### config.mk
export PLATFORM = sky130hd
export DESIGN_NAME = xbus_sequencer
export DESIGN_NICKNAME = d
export VERILOG_FILES = /design/src/rtl/xbus_pkg.sv /design/src/rtl/xbus_timer.sv /design/src/rtl/xbus_seq.sv /design/src/rtl/xbus_port.sv /design/src/rtl/xbus_sequencer.sv
export SDC_FILE = /design/constraint.sdc
export NUM_CORES = 1
export LEC_CHECK = 0
export BUFFER_PORTS_ARGS = -buffer_cell sky130_fd_sc_hd__buf_2
export CORE_UTILIZATION = 43
export CTS_BUF_LIST = sky130_fd_sc_hd__clkbuf_8 sky130_fd_sc_hd__clkbuf_16
export CTS_CLUSTER_SIZE = 16
export DETAILED_ROUTE_END_ITERATION = 16
export PLACE_DENSITY = 0.68
export SETUP_SLACK_MARGIN = 0.4
export SYNTH_ARGS = -nofsm -noshare
export SYNTH_HDL_FRONTEND = slang
export SYNTH_SLANG_ARGS = --single-unit
### constraint.sdc
create_clock -name clk -period 2.5 [get_ports clk]
set_clock_uncertainty 0.15 [all_clocks]
set_input_delay 0 -clock clk [delete_from_list [all_inputs] [get_ports clk]]
set_output_delay 0 -clock clk [all_outputs]
set_load 0.01 [all_outputs]
### src/rtl/xbus_pkg.sv
package xbus_pkg;
  typedef enum logic [1:0] {
    OP_FETCH = 2'd0,
    OP_READ  = 2'd1,
    OP_WRITE = 2'd2
  } xop_e;

  // clocks per address-strobe slot and slots per machine cycle
  localparam int SLOT_LEN  = 6;
  localparam int SLOTS_MC  = 2;
  localparam int MC_LEN    = SLOT_LEN * SLOTS_MC;
  localparam int PH_W      = $clog2(SLOT_LEN);
  localparam int MC_W      = $clog2(MC_LEN);

  // offsets inside a slot (phase numbers)
  localparam int ALE_HI    = 2;  // ale high on phases 0..ALE_HI-1
  localparam int ADDR_LAST = 2;  // low address driven phases 0..ADDR_LAST
  localparam int PSEN_AT   = 3;  // fetch strobe phases PSEN_AT..SLOT_LEN-1
  localparam int DSTR_AT   = 5;  // data strobe start, first slot
  localparam int DSTR_LAST = 4;  // data strobe last phase, second slot

  // machine-cycle positions for the ports
  localparam int PORT_SMP_AT = 9;
  localparam int PORT_UPD_AT = 11;
endpackage

### src/rtl/xbus_timer.sv
module xbus_timer
  import xbus_pkg::*;
(
  input  logic            clk,
  input  logic            rst,
  output logic [PH_W-1:0] ph,
  output logic [MC_W-1:0] mc,
  output logic            slot_last
);
  localparam logic [PH_W-1:0] PH_MAX = PH_W'(SLOT_LEN - 1);
  localparam logic [MC_W-1:0] MC_MAX = MC_W'(MC_LEN - 1);

  logic [PH_W-1:0] ph_q;
  logic [MC_W-1:0] mc_q;

  always_ff @(posedge clk) begin
    if (rst) begin
      ph_q <= '0;
      mc_q <= '0;
    end else begin
      ph_q <= (ph_q == PH_MAX) ? '0 : ph_q + 1'b1;
      mc_q <= (mc_q == MC_MAX) ? '0 : mc_q + 1'b1;
    end
  end

  assign ph        = ph_q;
  assign mc        = mc_q;
  assign slot_last = (ph_q == PH_MAX);


  mc_wrap_chk: assert property (@(posedge clk) disable iff (rst)
    (mc_q == MC_MAX) |=> (mc_q == '0));
endmodule

### src/rtl/xbus_seq.sv
module xbus_seq
  import xbus_pkg::*;
#(
  parameter int AW = 16
) (
  input  logic            clk,
  input  logic            rst,
  input  logic [PH_W-1:0] ph,
  input  logic            slot_last,
  input  logic            req_valid,
  input  logic [1:0]      req_op,
  input  logic [AW-1:0]   req_addr,
  input  logic [7:0]      req_wdata,
  input  logic [7:0]      ad_in,
  output logic            busy,
  output logic            done,
  output logic [1:0]      done_op,
  output logic [7:0]      done_rdata,
  output logic            ale,
  output logic            psen_n,
  output logic            rd_n,
  output logic            wr_n,
  output logic [AW-9:0]   addr_hi,
  output logic [7:0]      ad_out,
  output logic            ad_oe
);
  localparam logic [PH_W-1:0] P_ALE   = PH_W'(ALE_HI);
  localparam logic [PH_W-1:0] P_ADDR  = PH_W'(ADDR_LAST);
  localparam logic [PH_W-1:0] P_PSEN  = PH_W'(PSEN_AT);
  localparam logic [PH_W-1:0] P_DSTR  = PH_W'(DSTR_AT);
  localparam logic [PH_W-1:0] P_DLAST = PH_W'(DSTR_LAST);
  localparam logic [PH_W-1:0] P_END   = PH_W'(SLOT_LEN - 1);

  xop_e          op_q, dop_q, req_kind;
  logic [AW-1:0] addr_q, fptr_q;
  logic [7:0]    wd_q, rdata_q;
  logic          seg_q, done_q;
  logic          cycle_end, cap_fetch, cap_data, first, addr_phase, dstrobe;

  always_comb begin
    case (req_op)
      2'd1:    req_kind = OP_READ;
      2'd2:    req_kind = OP_WRITE;
      default: req_kind = OP_FETCH;
    endcase
  end

  assign cycle_end = slot_last && ((op_q == OP_FETCH) || seg_q);
  assign cap_fetch = (op_q == OP_FETCH) && (ph == P_END);
  assign cap_data  = (op_q != OP_FETCH) && seg_q && (ph == P_DLAST);

  always_ff @(posedge clk) begin
    if (rst) begin
      op_q    <= OP_FETCH;
      dop_q   <= OP_FETCH;
      addr_q  <= '0;
      fptr_q  <= AW'(1);
      wd_q    <= '0;
      rdata_q <= '0;
      seg_q   <= 1'b0;
      done_q  <= 1'b0;
    end else begin
      done_q <= 1'b0;
      if (cap_fetch || cap_data) begin
        done_q <= 1'b1;
        dop_q  <= op_q;
        if (op_q != OP_WRITE) rdata_q <= ad_in;
      end
      if (cycle_end) begin
        seg_q <= 1'b0;
        if (req_valid) begin
          op_q   <= req_kind;
          addr_q <= req_addr;
          wd_q   <= req_wdata;
          if (req_kind == OP_FETCH) fptr_q <= req_addr + 1'b1;
        end else begin
          op_q   <= OP_FETCH;
          addr_q <= fptr_q;
          fptr_q <= fptr_q + 1'b1;
        end
      end else if (slot_last) begin
        seg_q <= 1'b1;
      end
    end
  end

  // waveform decode from the cycle state flops
  assign first      = !seg_q;
  assign addr_phase = first && (ph <= P_ADDR);
  assign dstrobe    = (first && (ph == P_DSTR)) || (seg_q && (ph <= P_DLAST));

  assign ale        = first && (ph < P_ALE);
  assign psen_n     = !((op_q == OP_FETCH) && (ph >= P_PSEN));
  assign rd_n       = !((op_q == OP_READ) && dstrobe);
  assign wr_n       = !((op_q == OP_WRITE) && dstrobe);
  assign ad_oe      = addr_phase || (op_q == OP_WRITE);
  assign ad_out     = addr_phase ? addr_q[7:0] : wd_q;
  assign addr_hi    = addr_q[AW-1:8];
  assign busy       = !cycle_end;
  assign done       = done_q;
  assign done_op    = dop_q;
  assign done_rdata = rdata_q;


  ale_width_chk: assert property (@(posedge clk) disable iff (rst)
    $rose(ale) |=> ale ##1 !ale);

  psen_delay_chk: assert property (@(posedge clk) disable iff (rst)
    $fell(psen_n) |-> (!$past(ale) && $past(ale, 2)));

  bus_release_chk: assert property (@(posedge clk) disable iff (rst)
    (!psen_n || !rd_n) |-> !ad_oe);

  ale_skip_chk: assert property (@(posedge clk) disable iff (rst)
    (!rd_n || !wr_n) |-> !ale);

  addr_hi_chk: assert property (@(posedge clk) disable iff (rst)
    (!psen_n || !rd_n || !wr_n) |-> $stable(addr_hi));

  wr_hold_chk: assert property (@(posedge clk) disable iff (rst)
    $rose(wr_n) |-> (ad_oe && $stable(ad_out)));

  done_after_strobe_chk: assert property (@(posedge clk) disable iff (rst)
    done |-> $past(!psen_n || !rd_n || !wr_n));

  one_strobe_chk: assert property (@(posedge clk) disable iff (rst)
    $onehot0({!psen_n, !rd_n, !wr_n}));
endmodule

### src/rtl/xbus_port.sv
module xbus_port
  import xbus_pkg::*;
#(
  parameter int PW = 8
) (
  input  logic            clk,
  input  logic            rst,
  input  logic [MC_W-1:0] mc,
  input  logic [PW-1:0]   pins,
  input  logic            wr_en,
  input  logic [PW-1:0]   wr_data,
  output logic [PW-1:0]   smp,
  output logic [PW-1:0]   pout
);
  localparam logic [MC_W-1:0] M_SMP  = MC_W'(PORT_SMP_AT);
  localparam logic [MC_W-1:0] M_UPD  = MC_W'(PORT_UPD_AT);
  localparam logic [MC_W-1:0] M_SEEN = MC_W'((PORT_SMP_AT + 1) % MC_LEN);
  localparam logic [MC_W-1:0] M_SHOW = MC_W'((PORT_UPD_AT + 1) % MC_LEN);

  logic [PW-1:0] smp_q, out_q, pend_d;
  logic          pend_q;

  always_ff @(posedge clk) begin
    if (rst) begin
      smp_q  <= '0;
      out_q  <= '1;
      pend_d <= '0;
      pend_q <= 1'b0;
    end else begin
      if (mc == M_SMP) smp_q <= pins;
      if ((mc == M_UPD) && pend_q) begin
        out_q  <= pend_d;
        pend_q <= 1'b0;
      end
      if (wr_en) begin
        pend_d <= wr_data;
        pend_q <= 1'b1;
      end
    end
  end

  assign smp  = smp_q;
  assign pout = out_q;


  smp_stable_chk: assert property (@(posedge clk) disable iff (rst)
    (mc != M_SEEN) |-> $stable(smp_q));

  out_stable_chk: assert property (@(posedge clk) disable iff (rst)
    (mc != M_SHOW) |-> $stable(out_q));
endmodule

### src/rtl/xbus_sequencer.sv
module xbus_sequencer
  import xbus_pkg::*;
#(
  parameter int AW = 16,
  parameter int PW = 8
) (
  input  logic          clk,
  input  logic          rst,
  input  logic          req_valid,
  input  logic [1:0]    req_op,
  input  logic [AW-1:0] req_addr,
  input  logic [7:0]    req_wdata,
  output logic          busy,
  output logic          done,
  output logic [1:0]    done_op,
  output logic [7:0]    done_rdata,
  output logic          ale,
  output logic          psen_n,
  output logic          rd_n,
  output logic          wr_n,
  output logic [AW-9:0] addr_hi,
  output logic [7:0]    ad_out,
  output logic          ad_oe,
  input  logic [7:0]    ad_in,
  input  logic [PW-1:0] port_pins,
  output logic [PW-1:0] port_smp,
  input  logic          port_wr_en,
  input  logic [PW-1:0] port_wr_data,
  output logic [PW-1:0] port_out
);
  logic [PH_W-1:0] ph;
  logic [MC_W-1:0] mc;
  logic            slot_last;

  xbus_timer u_tmr (
    .clk(clk), .rst(rst), .ph(ph), .mc(mc), .slot_last(slot_last)
  );

  xbus_seq #(.AW(AW)) u_seq (
    .clk(clk), .rst(rst), .ph(ph), .slot_last(slot_last),
    .req_valid(req_valid), .req_op(req_op), .req_addr(req_addr),
    .req_wdata(req_wdata), .ad_in(ad_in), .busy(busy), .done(done),
    .done_op(done_op), .done_rdata(done_rdata), .ale(ale),
    .psen_n(psen_n), .rd_n(rd_n), .wr_n(wr_n), .addr_hi(addr_hi),
    .ad_out(ad_out), .ad_oe(ad_oe)
  );

  xbus_port #(.PW(PW)) u_port (
    .clk(clk), .rst(rst), .mc(mc), .pins(port_pins),
    .wr_en(port_wr_en), .wr_data(port_wr_data),
    .smp(port_smp), .pout(port_out)
  );
endmodule

# After elaboration in Yosys (flattened, before gate mapping)
# Cells that the tools add are included.
# Widths: inputs -> output; s select.
[totals]
elab_cells = 72
register_bits = 86
output_inout_bits = 49
[classes]
n_mux = 9
n_addsub = 4
n_reduce_logical = 31
n_eq_ne = 10
magnitude_cmp = 4
[ops]
columns = ["operator", "count"]
rows = [
  ["$mux 16", 3],
  ["$add 16x1->16 const B", 2],
  ["$logic_and 1x1->1", 12],
  ["$eq 4x4->1 const B", 2],
  ["$mux 8", 1],
  ["$eq 3x3->1 const B", 2],
  ["$reduce_and 2->1", 3],
  ["$reduce_or 2->1", 3],
  ["$logic_not 1->1", 5],
  ["$add 4x1->4 const B", 1],
  ["$eq 2x1->1 const B", 2],
  ["$eq 2x2->1 const B", 2],
  ["$logic_not 2->1", 2],
  ["$logic_or 1x1->1", 4],
  ["$pmux 2 s2", 1],
  ["$reduce_bool 2->1", 2],
  ["$add 3x1->3 const B", 1],
  ["$ge 3x2->1 const B", 1],
  ["$le 3x2->1 const B", 1],
  ["$le 3x3->1 const B", 1],
  ["$lt 3x2->1 const B", 1],
  ["$mux 1", 3],
  ["$mux 2", 1],
  ["$ne 2x1->1 const B", 1],
  ["$ne 2x2->1 const B", 1],
]

# Longest topological paths before layout
# Gate-level depths: netlist of the first run.
[depth]
depth_word = 5
mapped_depth = 10
ltp_nobuf = 7

# By module
# From an unflattened synthesis of the first run, not the netlist that was laid out.
[hier_totals]
cells_unflattened = 478
area_unflattened_um2 = 4181.5
[by_module_without_submodules]
columns = ["module", "seq_area_each_um2", "cells_each", "area_per_inst_um2", "instances"]
rows = [
  ["xbus_seq", 1081.0, 354, 2939.1, 1],
  ["xbus_port", 500.5, 94, 948.4, 1],
  ["xbus_timer", 140.1, 30, 294.0, 1],
]

# Worst setup path before layout of the first run
# No wires, ideal clock.
[synth_path]
path_kind = "input-to-reg"
start = "input req_valid"
end = "register u_seq.fptr_q[10]"
t_arrival_ps = 2083
slack_ps = 145
path_stages = 10
n_path_buf = 4
required_ps = 2228
path_cell_list = "buf_6 buf_8 buf_4 buf_2 mux2_2 ha_1 nand4b_1 a221oi_2 a2111oi_1 a311o_1"
[synth_between]
elab_chain_len = 2
word_cells_on_any_way = 3
[synth_lines]
columns = ["item", "line_no", "text"]
rows = [
  ["start, declared", "xbus_sequencer.sv:9", "input logic req_valid,"],
  ["$ne 2x1->1 (no source line)", "n/a", ""],
  ["$reduce_and 2->1 (no source line)", "n/a", ""],
  ["end signal, assigned", "xbus_seq.sv:75", "if (req_kind == OP_FETCH) fptr_q <= req_addr + 1'b1;"],
  ["end signal, assigned", "xbus_seq.sv:79", "fptr_q <= fptr_q + 1'b1;"],
  ["end, declared", "xbus_seq.sv:35", "logic [AW-1:0] addr_q, fptr_q;"],
]
# Several ways; a longest one is shown, not always the timed one.
# A chain may end at the register's enable or synchronous reset.

# Worst setup path after layout of the first run
[layout_path]
start = "register u_seq.fptr_q[0]"
end = "register u_seq.fptr_q[10]"
[layout_between]
elab_chain_len = 2
[layout_lines]
columns = ["item", "line_no", "text"]
rows = [
  ["$add 16x1->16", "xbus_seq.sv:79", ""],
  ["$mux 16", "xbus_seq.sv:71", "if (req_valid) begin"],
]
# Every way passes these cells.

==> impl_metrics.py, run 1 <==
metrics = {
    "power_and_ir_drop": {
        "p_leak_nw": 2.414,
        "ir_drop_mv": 0.2593,
        "totalPowerFinal_w": 0.002842,
        "p_per_area_mw_per_mm2": 503.0,
    },
    "synth": {
        "ys_types": 65,
        "ys_ff_latch": 86,
        "synth.avg_cell_area_um2": 8.790,
        "syn_area_mm2": 0.004237,
        "synth_area_leaders": "dfxtp_1 41%, nand2_1 6.3%, mux2i_1 6.1%",
        "synthCells": 482,
        "ys.flop_type": "dfxtp_1",
        "yosys-top-cells-count": "86 x dfxtp_1, 71 x nand2_1, 42 x nor2_1",
        "synth_top_area_share": 0.4064,
        "synth_nets": 545,
        "ys_warn_count": 0,
        "yosysMostFrequentCell": "dfxtp_1",
        "synthArstFlopShare": 0,
        "ys_seq_area_frac": 0.4064,
        "yosysTopAreaCell": "dfxtp_1",
        "synth_edf_count": 0,
    },
    "clock_tree": {
        "cts_sinks": 86,
        "htreeDepth": 3,
        "cts-root-buf": "clkbuf_8",
        "cts_made_buffers": 9,
        "clockBufferDepth": 2,
        "clk_latency_ps": 370,
        "cts_tree": "done",
        "clk_pin_slew_ps": 90,
    },
    "floorplan": {
        "die-area_mm2": 0.01025,
        "die_h_um": 101.3,
        "rows": 35,
        "die_w_um": 101.3,
        "core_region_area_mm2": 0.009371,
        "initial_utilization": 0.4521,
        "ios": 103,
    },
    "critical_path": {
        "critPathCaptureType": "flip-flop",
        "worstPathRequired_ps": 2610,
        "cp-start-kind": "flip-flop",
        "critPathKind": "reg -> reg",
        "arrival_ps": 2130,
        "path_max_fanout": 9,
    },
    "timing": {
        "slew_headroom": 0.4753,
        "setup_viol": 0,
        "fmax_mhz": 496.8,
        "period_needed_ps": 2013,
        "rsz0062_at_grt": "no",
        "whs_ps": 41.65,
        "worst_pin_slew_ps": 787.0,
        "drv_slew": 0,
        "finalHoldViolations": 0,
        "fin_crit_sh": 0.8052,
        "fin_setup_tns_ps": 0,
    },
    "final_layout": {
        "synthToLayoutAreaGrowth_pct": 33.37,
        "fin_area_mm2": 0.005650,
        "drive_gt1_frac": 0.2552,
        "final_cells": 760,
        "num_antenna_cells": 0,
        "num-nets-final": 689,
    },
    "routing": {
        "drcViolationCount": 0,
        "wire_per_inst_um": 14.64,
        "vias": 4065,
        "ant_nets": 0,
        "vias_per_cell": 5.349,
        "dr.pass1.iters": 5,
        "drt-total-wl_um": 11130,
        "drt-initial-drc-count": 183,
    },
    "global_routing": {
        "grt_usage": 0.2222,
        "grt_max_degree": 74,
        "grt_pass1_wl_um": 17880,
        "grt_pass1_vias": 3801,
        "grt.overflow.total": 0,
        "antenna_found_initial": 0,
    },
    "placed_design": {
        "port_buffers": 102,
        "place_area_mm2": 0.004792,
        "dp_hpwl_um": 7200,
        "routabilityCongestion": 0.8973,
        "dp_cells": 682,
    },
    "flow_run": {
        "maxCapViolCount": 0,
    },
    "outcome": {
        "outcome": "finished, final reports clean",
    },
    "worst_hold_path": {
        "hp-class": "in -> reg",
    },
}
## flip-flops by register name, summed over array words and instances, names as in the netlist
signal and cells:
u_seq.done 1, u_tmr.mc 4, u_seq.done_op 2, u_seq.op_q 2
u_seq.addr_q 16, u_seq.done_rdata 8, u_port.smp 8, u_port.pout 8
u_tmr.ph 3, u_port.pend_q 1, u_seq.seg_q 1, u_seq.wd_q 8
u_port.pend_d 8, u_seq.fptr_q 16
## power breakdown
part,internal (W),switching [W]
Combinational,0.000195,0.000186
Clock,0.000494,0.000539
Sequential,0.00140,0.0000270
Total,0.00209,0.000752
## through the flow
stage          setup slack, ps  utilization
5_1_grt                  400.6       0.6029
2_1_floorplan            395.6            -
3_5_place_dp             348.9       0.5113
4_1_cts                  399.5       0.6009
3_3_place_gp             433.0       0.5113
6_report                 486.9       0.6029
## worst paths after layout
kind | from | end | slack, ps | cells after the start
worst max-delay path | u_seq.fptr_q[0] | u_seq.fptr_q[10] | 490 | 7
worst min-delay path | req_valid | u_seq.addr_q[1] | 40 | 4
worst max register to register | u_seq.fptr_q[0] | u_seq.fptr_q[10] | 490 | 7
worst min register to register | u_seq.done_rdata[6] | u_seq.done_rdata[6] | 300 | 2
## critical path, cell delays in order, from the launching register on
cell	delay, ps
dfxtp_2	370
mux2_4	180
ha_4	150
nand4_1	200
a221oi_4	340
buf_12	160
a2111oi_2	60
a311o_1	300
## what timing repair did
item / in CTS / in global routing
gates resized for setup: 1 / 8
hold buffers: 61 / 0
pin swaps: 1 / 2
hold endpoints to repair: 56 / 0
buffers inserted: 1 / 0
endpoints found under the setup margin: 2 / 17
gates cloned: 0 / 0
## per-layer routing
metal  vias to the layer above  global-route usage  routed length (um)
met1                      1894              0.2815                5089
met4                         0              0.1014                 240
met5                         -                   0                   0
met2                       131              0.3673                5173
li1                       2020                   -                   -
met3                        20             0.04141                 623
## cells by family after synthesis
| kind of cell | share of synthesized area |
|---|---|
| AND/OR/NAND/NOR | 0.2224 |
| AO/OA/AOI/OAI | 0.1825 |
| flip-flops | 0.4064 |
| buffers and inverters | 0.06674 |
| multiplexers | 0.09333 |
| adder cells (fa/ha/maj) | 0.02658 |
| XOR/XNOR | 0.002068 |
## cells in the final DEF, fill, tap and decap left out, types with 3 or more instances in the layout
master,instances
buf_4,9
a31oi_1,7
a211oi_1,16
and3_1,8
o21ai_0,7
dfxtp_1,81
o2111ai_1,4
nor3_1,8
inv_1,12
nor4_1,4
nor2_1,41
o31a_1,4
dfxtp_2,5
nand2_1,71
a21oi_1,27
mux2i_1,26
o211ai_1,7
nor2b_1,3
ha_1,8
buf_2,102
nand4_1,6
mux2_2,10
clkbuf_8,10
nand3_1,27
dlygate4sd3_1,61
nand4b_1,3
## final cells by class
class | count | area [um^2]
fillers | 826 | 3721
multi-input cells | 342 | 2271
clock buffers | 10 | 137.6
flip-flops and latches | 86 | 1728
inverters | 12 | 45.04
well taps | 129 | 161.4
repair buffers | 175 | 1240
clock inverters | 6 | 67.56
Power figures use the tool's default switching activity.
==> run 2, diff against run 1 <==
==> constraint.sdc (replaced) <==
create_clock -name clk -period 1.7 [get_ports clk]
set_clock_uncertainty 0.15 [all_clocks]
set_input_delay 0 -clock clk [delete_from_list [all_inputs] [get_ports clk]]
set_output_delay 0 -clock clk [all_outputs]
set_load 0.01 [all_outputs]
==> run 2 against run 1 <==
  * The run now ends with hold timing, setup timing left
  * Wire length up 29%
  * Sequential share of layout area down 6.7 points
  * Combinational power rose by 140%
  * Setup slack worse by 820 ps
  * Final area is 29% higher
  * Sequential cell count stayed put
  * Via count grew 14%
  * Power rose by 61%
  * Largest cell class unchanged
  * Highest routed layer unchanged
==> impl_metrics.py, run 2 (same netlist as run 1, synthesis figures left out) <==
metrics = {
    "outcome": {
        "outcome": "complete, but fails checks",
        "failed_checks": "hold timing, setup timing",
    },
    "timing": {
        "period_needed_ps": 2029,
        "fin_setup_tns_ps": -6113,
        "setup_viol": 39,
        "fmax_mhz": 492.8,
        "slew_headroom": 0.4735,
        "drv_slew": 0,
        "worst_pin_slew_ps": 789.8,
        "whs_ps": -30.30,
        "rsz0062_at_grt": "yes",
        "finalHoldViolations": 1,
        "fin_crit_sh": 1.194,
        "setup_slack_ps": -329.3,
    },
    "final_layout": {
        "num_antenna_cells": 0,
        "fill_cells": 580,
        "num-nets-final": 772,
        "synthToLayoutAreaGrowth_pct": 72.59,
        "layout_common_cells": "93 x buf_2, 74 x dfxtp_1, 63 x buf_4, 47 x dlygate4sd3_1, 44 x nand2_1",
        "drive_gt1_frac": 0.5462,
        "top_regs": "u_seq.addr_q (16), u_seq.fptr_q (16)",
        "multi_input_area_mm2": 0.002965,
        "final_common_cell": "buf_2",
        "ff_latch_area_mm2": 0.001747,
        "final_cells": 843,
    },
    "global_routing": {
        "antenna_found_initial": 0,
        "grt_max_degree": 59,
        "grt_usage": 0.2708,
        "grt.overflow.total": 0,
        "grt_pass1_wl_um": 21760,
        "grt_pass1_vias": 4537,
    },
    "floorplan": {
        "ios": 103,
        "core_region_area_mm2": 0.009371,
        "initial_utilization": 0.4521,
        "die_w_um": 101.3,
        "rows": 35,
        "die_h_um": 101.3,
        "die-area_mm2": 0.01025,
    },
    "critical_path": {
        "cp_slowest_cell": "a221oi_4",
        "worstPathRequired_ps": 1790,
        "r2r_slack_ps": -330,
        "path_max_fanout": 4,
        "crit_path_end": "u_seq.fptr_q[10]",
        "regToRegEndpoint": "u_seq.fptr_q[10]",
        "cp-start-kind": "flip-flop",
        "critPathCaptureType": "flip-flop",
        "r2r_start": "u_seq.fptr_q[0]",
        "critPathLaunch": "u_seq.fptr_q[0]",
        "arrival_ps": 2120,
        "critical_path.max_stage_delay_ps": 380,
        "rr_worst_depth": 7,
        "critPathKind": "reg -> reg",
        "worstPathCellList": "mux2_4 -> ha_4 -> nand4_1 -> a221oi_4 -> buf_4 -> a2111oi_2 -> a311o_1",
    },
    "routing": {
        "vias_per_cell": 5.514,
        "drcViolationCount": 0,
        "dr.pass1.iters": 5,
        "drt-total-wl_um": 14390,
        "wire_per_inst_um": 17.07,
        "drt-initial-drc-count": 241,
        "vias": 4648,
        "ant_nets": 0,
    },
    "flow_run": {
        "maxCapViolCount": 0,
    },
    "clock_tree": {
        "cts_sinks": 86,
        "clockBufferDepth": 2,
        "cts-root-buf": "clkbuf_8",
        "cts_made_buffers": 9,
        "cts_tree": "done",
        "htreeDepth": 3,
        "clk_latency_ps": 370,
        "clk_pin_slew_ps": 90,
    },
    "power_and_ir_drop": {
        "p_leak_nw": 3.129,
        "p_per_area_mw_per_mm2": 624.4,
        "ir_drop_mv": 0.4287,
    },
    "placed_design": {
        "pre_cts_ws_ps": -309.2,
        "routabilityCongestion": 0.8641,
        "dp_cells": 735,
        "port_buffers": 102,
        "dp_hpwl_um": 8123,
    },
    "worst_hold_path": {
        "min_from": "req_op[0]",
        "hp-class": "in -> reg",
    },
}
==> run 2: cell types whose count changed in the layout (fill, tap and decap cells not counted), moves of 12 or more <==
cell           previous run  this run
a211oi_1                 16         3
buf_6                     1        41
a21oi_1                  27        13
nand2_2                   0        24
nand3_2                   0        17
a21oi_2                   0        14
dlygate4sd3_1            61        47
a211oi_2                  1        13
buf_4                     9        63
nand3_1                  27         9
nand2_1                  71        44
==> run 2: worst min-delay path by stage <==
stage	endpoint	slack, ps	cells past startpoint
2_1_floorplan	u_seq.done_rdata[0]	-10	2
3_3_place_gp	u_port.smp[2]	80	3
3_5_place_dp	u_port.smp[1]	90	3
4_1_cts	u_seq.addr_q[7]	5	4
5_1_grt	u_seq.op_q[0]	4	4
6_report	u_seq.op_q[0]	-30	4
==> run 2: worst max-delay path, delay by kind of cell (launching register included) <==
family / cells / cell delay (ps)
AOI/OAI and AO/OA: 3 / 760
adders and majority gates: 1 / 130
buffers and inverters: 1 / 170
DFF: 1 / 350
muxes: 1 / 160
and+or+nand+nor: 1 / 180
==> run 2: final cells by class <==
type,count,area share
inverter,12,0.007187
clock buffer,9,0.01694
sequential,86,0.2389
multi-input combinational,342,0.4055
timing repair buffer,258,0.2976
clock inverter,7,0.01181
tap,129,0.02207
==> run 2: report_power, final <==
part           internal [W]  switching (W)  total (W)
logic              0.000481       0.000419   0.000900
clock network      0.000717       0.000848    0.00156
registers           0.00206      0.0000410    0.00210
==> run 2: what timing repair did <==
action | CTS | global route
setup endpoints to repair | 85 | 90
pin swaps | 78 | 40
gates resized for setup | 123 | 56
endpoints found under the hold margin | 50 | 1
buffers inserted | 29 | 11
hold buffers | 48 | 1
gates cloned | 5 | 0
==> run 2: routing by layer <==
layer | share of wire | global-route usage | up-vias
met2 | 0.51 | 0.4851 | 176
li1 | - | - | 2196
met1 | 0.42 | 0.3339 | 2249
met3 | 0.049 | 0.04624 | 27
met5 | 0 | 0 | -
met4 | 0.018 | 0.07469 | 0
==> run 2: through the flow <==
step           cell area (um^2)    util  power, W
3_3_place_gp               5460  0.5826  0.002681
2_1_floorplan              4571       -  0.002461
4_1_cts                    6979  0.7447  0.004495
3_5_place_dp               5460  0.5826  0.002696
6_report                   7312  0.7802  0.004565
5_1_grt                    7312  0.7802  0.004722
